File: config.mk
export PLATFORM = sky130hd
export DESIGN_NAME = spi_host_ctrl
export DESIGN_NICKNAME = d
export VERILOG_FILES = /design/src/rtl/spi_host_pkg.sv /design/src/rtl/spi_half_timer.sv /design/src/rtl/spi_shift_engine.sv /design/src/rtl/spi_flag_unit.sv /design/src/rtl/spi_host_ctrl.sv
export SDC_FILE = /design/constraint.sdc
export NUM_CORES = 1
export LEC_CHECK = 0
export BUFFER_PORTS_ARGS = -buffer_cell sky130_fd_sc_hd__buf_2
export CORE_MARGIN = 8
export CORE_UTILIZATION = 50
export DETAILED_ROUTE_END_ITERATION = 6
export PLACE_DENSITY = 0.68
export RECOVER_POWER = 50
export SLEW_MARGIN = 40
export SYNTH_ARGS = -nofsm -noshare
export SYNTH_HDL_FRONTEND = slang
export SYNTH_SLANG_ARGS = --single-unit
File: constraint.sdc
create_clock -name clk -period 6.21 [get_ports clk]
set_clock_uncertainty 0.2 [all_clocks]
set_input_delay 0.9315 -clock clk [delete_from_list [all_inputs] [get_ports clk]]
set_output_delay 0.9315 -clock clk [all_outputs]
set_load 0.02 [all_outputs]
File: src/rtl/spi_host_pkg.sv
package spi_host_pkg;
  typedef enum logic [1:0] {ENG_IDLE, ENG_LEAD, ENG_RUN, ENG_TAIL} eng_state_t;

  localparam logic [1:0] ADDR_CTRL = 2'd0;
  localparam logic [1:0] ADDR_DIV  = 2'd1;
  localparam logic [1:0] ADDR_DATA = 2'd2;
  localparam logic [1:0] ADDR_STAT = 2'd3;

  localparam int FLAG_N   = 4;
  localparam int ST_DONE  = 0;
  localparam int ST_WCOL  = 1;
  localparam int ST_ROVR  = 2;
  localparam int ST_MODF  = 3;
endpackage

File: src/rtl/spi_half_timer.sv
module spi_half_timer #(
  parameter int DIV_W = 8
) (
  input  logic             clk,
  input  logic             rst,
  input  logic             run,
  input  logic [DIV_W-1:0] half_cnt,
  output logic             tick
);
  logic [DIV_W-1:0] cnt;

  assign tick = run && (cnt == half_cnt - DIV_W'(1));

  always_ff @(posedge clk) begin
    if (rst || !run || tick) cnt <= '0;
    else                     cnt <= cnt + DIV_W'(1);
  end
endmodule

File: src/rtl/spi_shift_engine.sv
module spi_shift_engine
  import spi_host_pkg::*;
#(
  parameter int MAX_BITS = 16,
  parameter int LEN_W    = 5,
  parameter int DIV_W    = 8
) (
  input  logic                clk,
  input  logic                rst,
  input  logic                start,
  input  logic [MAX_BITS-1:0] tx_word,
  input  logic [LEN_W-1:0]    len_cfg,
  input  logic                cpol_cfg,
  input  logic                cpha_cfg,
  input  logic [DIV_W-1:0]    half_cfg,
  input  logic                abort,
  input  logic                miso,
  output logic                sclk,
  output logic                mosi,
  output logic                cs_n,
  output logic                busy,
  output logic                done,
  output logic [MAX_BITS-1:0] rx_word
);
  eng_state_t          st;
  logic [MAX_BITS-1:0] sh, aligned, rx_mask;
  logic [LEN_W-1:0]    len_l, bitn;
  logic [DIV_W-1:0]    half_l;
  logic                cpol_l, cpha_l, second, smp, tick;

  spi_half_timer #(.DIV_W(DIV_W)) u_timer (
    .clk(clk), .rst(rst), .run(busy), .half_cnt(half_l), .tick(tick)
  );

  assign busy    = (st != ENG_IDLE);
  assign aligned = tx_word << (LEN_W'(MAX_BITS) - len_cfg);

  always_comb begin
    for (int i = 0; i < MAX_BITS; i++) rx_mask[i] = (i < int'(len_l));
  end

  always_ff @(posedge clk) begin
    done <= 1'b0;
    if (rst) begin
      st <= ENG_IDLE; sh <= '0; len_l <= '0; bitn <= '0; half_l <= '0;
      cpol_l <= 1'b0; cpha_l <= 1'b0; second <= 1'b0; smp <= 1'b0;
      sclk <= 1'b0; mosi <= 1'b0; cs_n <= 1'b1; rx_word <= '0;
    end else if (st == ENG_IDLE) begin
      sclk <= cpol_cfg;
      if (start) begin
        sh     <= aligned;
        mosi   <= aligned[MAX_BITS-1];
        len_l  <= len_cfg;
        half_l <= half_cfg;
        cpol_l <= cpol_cfg;
        cpha_l <= cpha_cfg;
        bitn   <= '0;
        second <= 1'b0;
        cs_n   <= 1'b0;
        st     <= ENG_LEAD;
      end
    end else if (abort) begin
      st   <= ENG_IDLE;
      cs_n <= 1'b1;
      sclk <= cpol_l;
    end else if (tick) begin
      if (st == ENG_TAIL) begin
        st      <= ENG_IDLE;
        cs_n    <= 1'b1;
        done    <= 1'b1;
        rx_word <= sh & rx_mask;
      end else if (st == ENG_LEAD || !second) begin
        // first edge of a bit
        sclk   <= ~cpol_l;
        second <= 1'b1;
        st     <= ENG_RUN;
        if (cpha_l) mosi <= sh[MAX_BITS-1];
        else        smp  <= miso;
      end else begin
        // second edge of a bit
        sclk   <= cpol_l;
        second <= 1'b0;
        sh     <= {sh[MAX_BITS-2:0], cpha_l ? miso : smp};
        if (!cpha_l) mosi <= sh[MAX_BITS-2];
        if (bitn == len_l - LEN_W'(1)) st <= ENG_TAIL;
        else                           bitn <= bitn + LEN_W'(1);
      end
    end
  end
endmodule

File: src/rtl/spi_flag_unit.sv
module spi_flag_unit
  import spi_host_pkg::*;
(
  input  logic              clk,
  input  logic              rst,
  input  logic              stat_rd,
  input  logic              data_acc,
  input  logic [FLAG_N-1:0] set_evt,
  output logic [FLAG_N-1:0] flags,
  output logic              seen_done
);
  logic [FLAG_N-1:0] seen;

  assign seen_done = seen[ST_DONE];

  always_ff @(posedge clk) begin
    if (rst) begin
      flags <= '0;
      seen  <= '0;
    end else begin
      if (stat_rd) seen <= flags;
      if (data_acc) begin
        flags <= (flags & ~seen) | set_evt;
        seen  <= '0;
      end else begin
        flags <= flags | set_evt;
      end
    end
  end
endmodule

File: src/rtl/spi_host_ctrl.sv
module spi_host_ctrl
  import spi_host_pkg::*;
#(
  parameter int MAX_BITS = 16,
  parameter int MIN_BITS = 8,
  parameter int DIV_W    = 8,
  parameter int MIN_HALF = 4
) (
  input  logic                clk,
  input  logic                rst,
  input  logic                reg_wr,
  input  logic                reg_rd,
  input  logic [1:0]          reg_addr,
  input  logic [MAX_BITS-1:0] reg_wdata,
  output logic [MAX_BITS-1:0] reg_rdata,
  output logic                spi_sclk,
  output logic                spi_mosi,
  output logic                spi_cs_n,
  input  logic                spi_miso,
  input  logic                ss_in_n
);
  localparam int LEN_W  = $clog2(MAX_BITS + 1);
  localparam int SPAN   = MAX_BITS - MIN_BITS;
  localparam int LENF_W = $clog2(SPAN + 1);
  localparam int CTRL_W = 2 + LENF_W;

  logic [CTRL_W-1:0]   ctrl_q;
  logic [DIV_W-1:0]    div_q;
  logic [MAX_BITS-1:0] rx_buf, eng_rx;
  logic [LEN_W-1:0]    xfer_len;
  logic [FLAG_N-1:0]   flags, set_evt;
  logic                cfg_cpol, cfg_cpha, ss_meta, ss_sync, rx_unread, unread_eff;
  logic                hit_data_wr, hit_data_rd, hit_stat_rd, eng_busy, eng_done;
  logic                seen_done, collide, start;

  assign cfg_cpol    = ctrl_q[0];
  assign cfg_cpha    = ctrl_q[1];
  assign hit_data_wr = reg_wr && reg_addr == ADDR_DATA;
  assign hit_data_rd = reg_rd && reg_addr == ADDR_DATA;
  assign hit_stat_rd = reg_rd && reg_addr == ADDR_STAT;

  always_comb begin
    if (int'(ctrl_q[CTRL_W-1:2]) > SPAN) xfer_len = LEN_W'(MAX_BITS);
    else xfer_len = LEN_W'(MIN_BITS + int'(ctrl_q[CTRL_W-1:2]));
  end

  assign collide = hit_data_wr && (eng_busy || (flags[ST_DONE] && !seen_done));
  assign start   = hit_data_wr && !collide && !flags[ST_MODF] && ss_sync;

  assign unread_eff       = rx_unread && !hit_data_rd;
  assign set_evt[ST_DONE] = eng_done;
  assign set_evt[ST_WCOL] = collide;
  assign set_evt[ST_ROVR] = eng_done && unread_eff;
  assign set_evt[ST_MODF] = !ss_sync;

  always_ff @(posedge clk) begin
    if (rst) begin
      ss_meta <= 1'b1;
      ss_sync <= 1'b1;
    end else begin
      ss_meta <= ss_in_n;
      ss_sync <= ss_meta;
    end
  end

  always_ff @(posedge clk) begin
    if (rst) begin
      ctrl_q <= '0;
      div_q  <= DIV_W'(MIN_HALF);
    end else if (reg_wr) begin
      if (reg_addr == ADDR_CTRL) ctrl_q <= reg_wdata[CTRL_W-1:0];
      if (reg_addr == ADDR_DIV) begin
        if (reg_wdata[DIV_W-1:0] < DIV_W'(MIN_HALF)) div_q <= DIV_W'(MIN_HALF);
        else                                         div_q <= reg_wdata[DIV_W-1:0];
      end
    end
  end

  always_ff @(posedge clk) begin
    if (rst) begin
      rx_buf    <= '0;
      rx_unread <= 1'b0;
    end else if (eng_done && !unread_eff) begin
      rx_buf    <= eng_rx;
      rx_unread <= 1'b1;
    end else if (hit_data_rd) begin
      rx_unread <= 1'b0;
    end
  end

  always_ff @(posedge clk) begin
    if (rst) reg_rdata <= '0;
    else if (reg_rd) begin
      case (reg_addr)
        ADDR_CTRL: reg_rdata <= MAX_BITS'(ctrl_q);
        ADDR_DIV:  reg_rdata <= MAX_BITS'(div_q);
        ADDR_DATA: reg_rdata <= rx_buf;
        default:   reg_rdata <= MAX_BITS'({eng_busy, flags});
      endcase
    end
  end

  spi_flag_unit u_flags (
    .clk(clk), .rst(rst), .stat_rd(hit_stat_rd),
    .data_acc(hit_data_wr || hit_data_rd), .set_evt(set_evt),
    .flags(flags), .seen_done(seen_done)
  );

  spi_shift_engine #(.MAX_BITS(MAX_BITS), .LEN_W(LEN_W), .DIV_W(DIV_W)) u_engine (
    .clk(clk), .rst(rst), .start(start), .tx_word(reg_wdata), .len_cfg(xfer_len),
    .cpol_cfg(cfg_cpol), .cpha_cfg(cfg_cpha), .half_cfg(div_q), .abort(!ss_sync),
    .miso(spi_miso), .sclk(spi_sclk), .mosi(spi_mosi), .cs_n(spi_cs_n),
    .busy(eng_busy), .done(eng_done), .rx_word(eng_rx)
  );
endmodule

**After elaboration in Yosys (flattened, before gate mapping)**

Cells that the tools add are included.

- Register bits after elaboration: 125
- Input bits: 24
- Output and inout port bits: 19

- $add $sub $neg: 6
- Order comparisons: 18
- Eq/ne operators: 17
- Shift-type cells: 1
- Muxes and demuxes: 51
- Bitwise logic cells: 11
- Reductions and logical operators: 45

Operators with widths:

| operator | number |
|---|---|
| 16-bit two-way mux | 6 |
| 16-bit case mux with 3 select lines | 1 |
| 4-bit by 5-bit less-than comparator with 1-bit output, first input constant | 8 |
| 5-bit two-way mux | 8 |
| 1-bit two-way mux | 27 |
| 3-bit by 5-bit less-than comparator with 1-bit output, first input constant | 4 |
| 6-bit AND reduction | 3 |
| 16-bit bitwise AND | 1 |
| 16-bit by 5-bit left shift with 16-bit output | 1 |
| 2-bit two-way mux | 7 |
| 1-bit logical AND | 12 |
| 1-bit by 5-bit less-than comparator with 1-bit output, first input constant | 2 |
| 2-bit by 5-bit less-than comparator with 1-bit output, first input constant | 2 |
| 3-bit by 1-bit inequality test with 1-bit output, second input constant | 3 |
| 8-bit by 1-bit adder with 8-bit output, second input constant | 1 |
| 8-bit == test | 1 |
| 1-bit zero test | 8 |
| 8-bit by 3-bit less-than comparator with 1-bit output, second input constant | 1 |
| 8-bit two-way mux | 1 |
| 4-bit bitwise OR | 2 |
| 2-bit AND reduction | 4 |
| 4-bit AND reduction | 2 |
| 2-bit nonzero test | 4 |
| 8-bit by 1-bit subtractor with 8-bit output, second input constant | 1 |
| other kinds (23) | 39 |

**Logic depth before layout (Yosys ltp)**

- Word-level depth: 10
- Gate-level depth with buffers: 13
- Mapped depth without buffers: 9

**Modules after synthesis**

A second synthesis with hierarchy kept.

- Cell total of the unflattened synthesis: 727
- Area, all modules: 6528.8 sq um

By module, submodules not included:

| module | times used | cells an instance | area an instance (sq um) |
|---|---|---|---|
| spi_shift_engine | 1 | 404 | 3477.1 |
| spi_host_ctrl | 1 | 226 | 2172.1 |
| spi_half_timer | 1 | 66 | 580.6 |
| spi_flag_unit | 1 | 31 | 299.0 |

**Least setup slack after synthesis**

No wires, ideal clock.

- Kind: register to register
- Start: reg ctrl_q[2]
- End: reg u_engine.mosi
- Library setup time: 0.086 ns
- Arrival: 2.841 ns
- Required time: 5.924 ns
- Slack: 3.083 ns
- Stages on the path, launching flop included: 11
- Buffers on the path: 3
- Cells stage by stage: dfxtp_1 > nand2b_1 > buf_4 > buf_4 > ha_1 > buf_2 > xor2_1 > mux4_1 > o22ai_1 > a221oi_1 > a211oi_1

- Cells in the longest elaborated chain, start to end: 6

Ends and longest elaborated chain:

| item | line | source |
|---|---|---|
| from (decl) | spi_host_ctrl.sv:27 | `logic [CTRL_W-1:0] ctrl_q;` |
| from (signal assigned) | spi_host_ctrl.sv:71 | `if (reg_addr == ADDR_CTRL) ctrl_q <= reg_wdata[CTRL_W-1:0];` |
| 4-bit by 4-bit adder with 5-bit output or 4-bit > comparator (tied branches) | spi_host_ctrl.sv:44, spi_host_ctrl.sv:43 |  |
| 5-bit two-way mux (*) | spi_host_ctrl.sv:43 | `if (int'(ctrl_q[CTRL_W-1:2]) > SPAN) xfer_len = LEN_W'(MAX_BITS);` |
| 5-bit subtractor (*) | spi_shift_engine.sv:36 | `assign aligned = tx_word << (LEN_W'(MAX_BITS) - len_cfg);` |
| 16-bit by 5-bit left shift with 16-bit output (*) | spi_shift_engine.sv:36 |  |
| 1-bit two-way mux (*) | spi_shift_engine.sv:50 | `if (start) begin` |
| 1-bit two-way mux (*) | spi_shift_engine.sv:48 | `end else if (st == ENG_IDLE) begin` |
| to (signal assigned) | spi_shift_engine.sv:52 | `mosi <= aligned[MAX_BITS-1];` |
| to (signal assigned) | spi_shift_engine.sv:77 | `if (cpha_l) mosi <= sh[MAX_BITS-1];` |
| to (signal assigned) | spi_shift_engine.sv:84 | `if (!cpha_l) mosi <= sh[MAX_BITS-2];` |
| to (decl) | spi_shift_engine.sv:19 | `output logic mosi,` |

Every way passes the cells marked *; elsewhere a longest branch is shown, timed or not. The select of a mux whose other input is x is not followed.
A chain may end at the register's enable or synchronous reset.

**Worst setup path in the final report**

- Start: reg ctrl_q[5]
- End: reg u_engine.sh[15]

- Cells in the longest elaborated chain, start to end: 6

Ends and longest elaborated chain:

| item | line | source |
|---|---|---|
| 4-bit by 4-bit adder with 5-bit output or 4-bit > comparator (tied branches) | spi_host_ctrl.sv:44, spi_host_ctrl.sv:43 |  |
| 5-bit two-way mux (*) | spi_host_ctrl.sv:43 |  |
| 5-bit subtractor (*) | spi_shift_engine.sv:36 |  |
| 16-bit by 5-bit left shift with 16-bit output (*) | spi_shift_engine.sv:36 |  |
| 16-bit two-way mux (*) | spi_shift_engine.sv:50 |  |
| 16-bit two-way mux (*) | spi_shift_engine.sv:48 |  |
| to (signal assigned) | spi_shift_engine.sv:51 | `sh <= aligned;` |
| to (signal assigned) | spi_shift_engine.sv:83 | `sh <= {sh[MAX_BITS-2:0], cpha_l ? miso : smp};` |
| to (decl) | spi_shift_engine.sv:26 | `logic [MAX_BITS-1:0] sh, aligned, rx_mask;` |

Marked as above.

==> impl_results.md <==
- Bufs on Longest Clock Path: 2
- Nets: approximately 830
- Die area: between 15000 and 20000 um2
- Num CTS Buffers: 17
- Overflow after GRT: 0
- Post-route setup TNS: 0 ns
- Synth Warn #: 0
- Worst min-delay path class: reg2reg
- Core area: ~13000 um2
- I/O Buffers: 42
- Hold Violations, Final: 0
- Top_reg_cell synth: dfxtp_1
- CP max FO: 20
- Post-placement cell count: ~950
- Synthesized flop and latch total: between 100 and 150
- All-Layer GR Usage: 0.197
- Slew @ Worst Pin: around 1.3 ns
- Logic pwr share: 0.095
- Mean Syn Cell Area: 8.11 um2
- Rel. slew slack: 0.158
- Postcts setup bufs: 0
- Sw frac: 0.259
- Internal power: 1.45 mW
- DIE WIDTH: between 100 and 150 um
- Pwr dens: approximately 270 nW/um2
- Initial antenna violation count: 0
- Grt met3 use: 0.0505
- DRT iter0 DRCs: roughly 570
- Min Tclk post-route: 3.84 ns
- DPL Wire Length: 11.5 mm
- Fmax: 260 MHz
- Diode count: 0
- Synth Cell Area: about 6400 um2
- # fillers: 1136
- Top post-synthesis cells by area: dfxtp_1, nand2_1, a21oi_1
- FFs w/ async S/R, synth: 0
- Cell area after layout: 7200 um2
- Largest net degree at the start of global routing: between 100 and 150
- Tot Pwr: slightly below 2 mW
- First-pass GRT wire length: 26.2 mm
- CTS root buf: clkbuf_16
- Fin worst setup slack: 2.37 ns
- Max cap viols: 0
- Post-Synthesis Cells: ~800
- Die height: around 130 um
- Clk pin slew, worst setup/hold paths: around 0.06 ns
- Area Overhead vs Synth: 12.1%
- CTS Sinks: around 130
- Worst EP required: ~6.4 ns
- RSZ-0062 raised after global routing: no
- Reg2Reg Setup Slack: around 2.4 ns
- Hold Buf Count CTS: 0
- Vias in the first global route: 5298
- GRT Max-Usage Layer: met2
- NetSw: 0.504 mW
- Routed vias: around 5.7k
- Top cell type's share of synthesized area: 0.390
- Clock latency at the later pin of the worst-skew pair: about 0.43 ns
- Met1 Resource Use GR: 0.253
- Lkg Pwr: between 2 and 3 nW
- Final core occ: 0.573
- Placer congestion estimate: roughly 0.96
- Seq pwr share: 0.428
- Met2 Track Usage GR: 0.300
- Crit path capture type: flop
- Status: complete, no violations
- Via density: between 5 and 6
- Peak supply drop: ~180 uV
- Final period util: 0.619
- Worst hold slack: 0.208 ns
- Synth area leader: dfxtp_1
- Total Wirelength: roughly 16 mm
- Post-Layout Cell Count: roughly 990
- Setup Viol. Count Final: 0
- Final Max Slew Viols: 0
- Post-route ant nets: 0
- Setup crit start kind: flop
- CTS tree: built
- CP arrival: 3.98 ns
- H-tree depth: 4
- I/O pin total: 43
- Share of cells above drive strength 1: 0.104
- DRC viols: 0
- Starting Density: 0.511
- Number of cell rows: 41
- Gates resized, CTS repair: 0
- Clock power frac: 0.477
- Placed inst area: 6650 um2
- Number of flops mapped to enable cells by yosys: 0
- Worst slack, placed: roughly 2.4 ns
- Synthesized Nets: approximately 820
- Seq/Total Area, Yosys: 0.390
- Count of different cell masters after synthesis: 70
- Worst Setup Path Type: reg2reg
- First drt pass iteration count: 5
- Wire per inst: 16.3 um
[power groups by stage]
stage	Sequential [mW]	Combinational, mW	Clock (mW)
floorplan	0.847	0.134	0
global placement	0.849	0.177	0
detailed placement	0.850	0.182	0
CTS	0.833	0.183	0.944
global route	0.835	0.202	0.980
finish	0.834	0.186	0.930
[worst paths after layout]
path / cells after the start / startpoint / end
setup / recovery: 7 / ctrl_q[5] / u_engine.sh[15]
hold / removal: 1 / ss_meta / ss_sync
setup reg to reg: 7 / ctrl_q[5] / u_engine.sh[15]
hold reg to reg: 1 / ss_meta / ss_sync
[cell families (layout without fill, tap and decap cells)]
| family | after synthesis | count (layout) | share of synthesized area |
|---|---|---|---|
| xor gates and xnor gates | 27 | 27 | 0.0368 |
| buffers and inverters | 76 | 99 | 0.0509 |
| and+or+nand+nor | 315 | 315 | 0.235 |
| adders and majority gates | 6 | 6 | 0.0117 |
| DFF | 125 | 125 | 0.390 |
| AOI/OAI and AO/OA | 196 | 196 | 0.188 |
| muxes | 47 | 47 | 0.0873 |
[state kept, by name, summed over array words and instances, names as in the netlist]
register              count
u_engine.u_timer.cnt      8
u_engine.smp              1
ctrl_q                    6
u_flags.seen              4
u_engine.done             1
u_engine.cs_n             1
u_engine.mosi             1
u_engine.sclk             1
rx_buf                   16
u_engine.len_l            5
div_q                     8
ss_meta                   1
u_engine.st               2
u_engine.half_l           8
rx_unread                 1
u_engine.rx_word         16
u_engine.second           1
ss_sync                   1
u_engine.bitn             5
u_engine.cpha_l           1
u_engine.cpol_l           1
reg_rdata                16
u_engine.sh              16
u_flags.flags             4
[metal layers]
metal / share of wire / up-vias
li1: - / 2799
met3: 0.069 / 34
met4: 0.022 / 0
met2: 0.45 / 199
met5: 0 / -
met1: 0.46 / 2659
[placed cells by master (no fill, tap or decap), drive strengths merged, types with 6 or more instances in the layout]
cell    count
mux4        6
or2         6
nor4        6
xor2       13
xnor2      14
o21ai      21
o211ai     10
nor2b      13
ha          6
nand4       6
a211oi     24
nor3       11
nand2b     18
a21oi      97
nor2       61
dfxtp     125
o22ai       7
nand2     139
clkinv      7
clkbuf     40
nand3      32
buf        25
mux2i      38
inv        22
[worst max-delay path: stages (launching register included)]
cell and delay, ns:
dfxtp_1 0.61, nand2b_2 0.56, ha_1 0.45, xor2_1 0.67, mux4_1 0.66, o22ai_1 0.26, a211oi_1 0.09, a211oi_1 0.26
[cell type report]
cell class / instances / area, um2 / area share
Timing Repair Buffer: 47 / 238 / 0.0330
Sequential cell: 125 / 2500 / 0.348
Multi-Input combinational cell: 591 / 3610 / 0.501
Inverter: 20 / 75.1 / 0.0104
Tap cell: 172 / 215 / 0.0299
Clock buffer: 18 / 439 / 0.0610
Clock inverter: 14 / 120 / 0.0167
[cells in the mapped netlist, drive strengths merged (6+ instances only)]
master	n
nand2	139
dfxtp	125
a21oi	97
nor2	61
clkbuf	41
mux2i	38
nand3	32
a211oi	24
o21ai	21
inv	20
nand2b	18
buf	15
xnor2	14
nor2b	13
xor2	13
nor3	11
o211ai	10
o22ai	7
ha	6
mux4	6
nand4	6
nor4	6
or2	6
(Power assumes the default switching activity.)
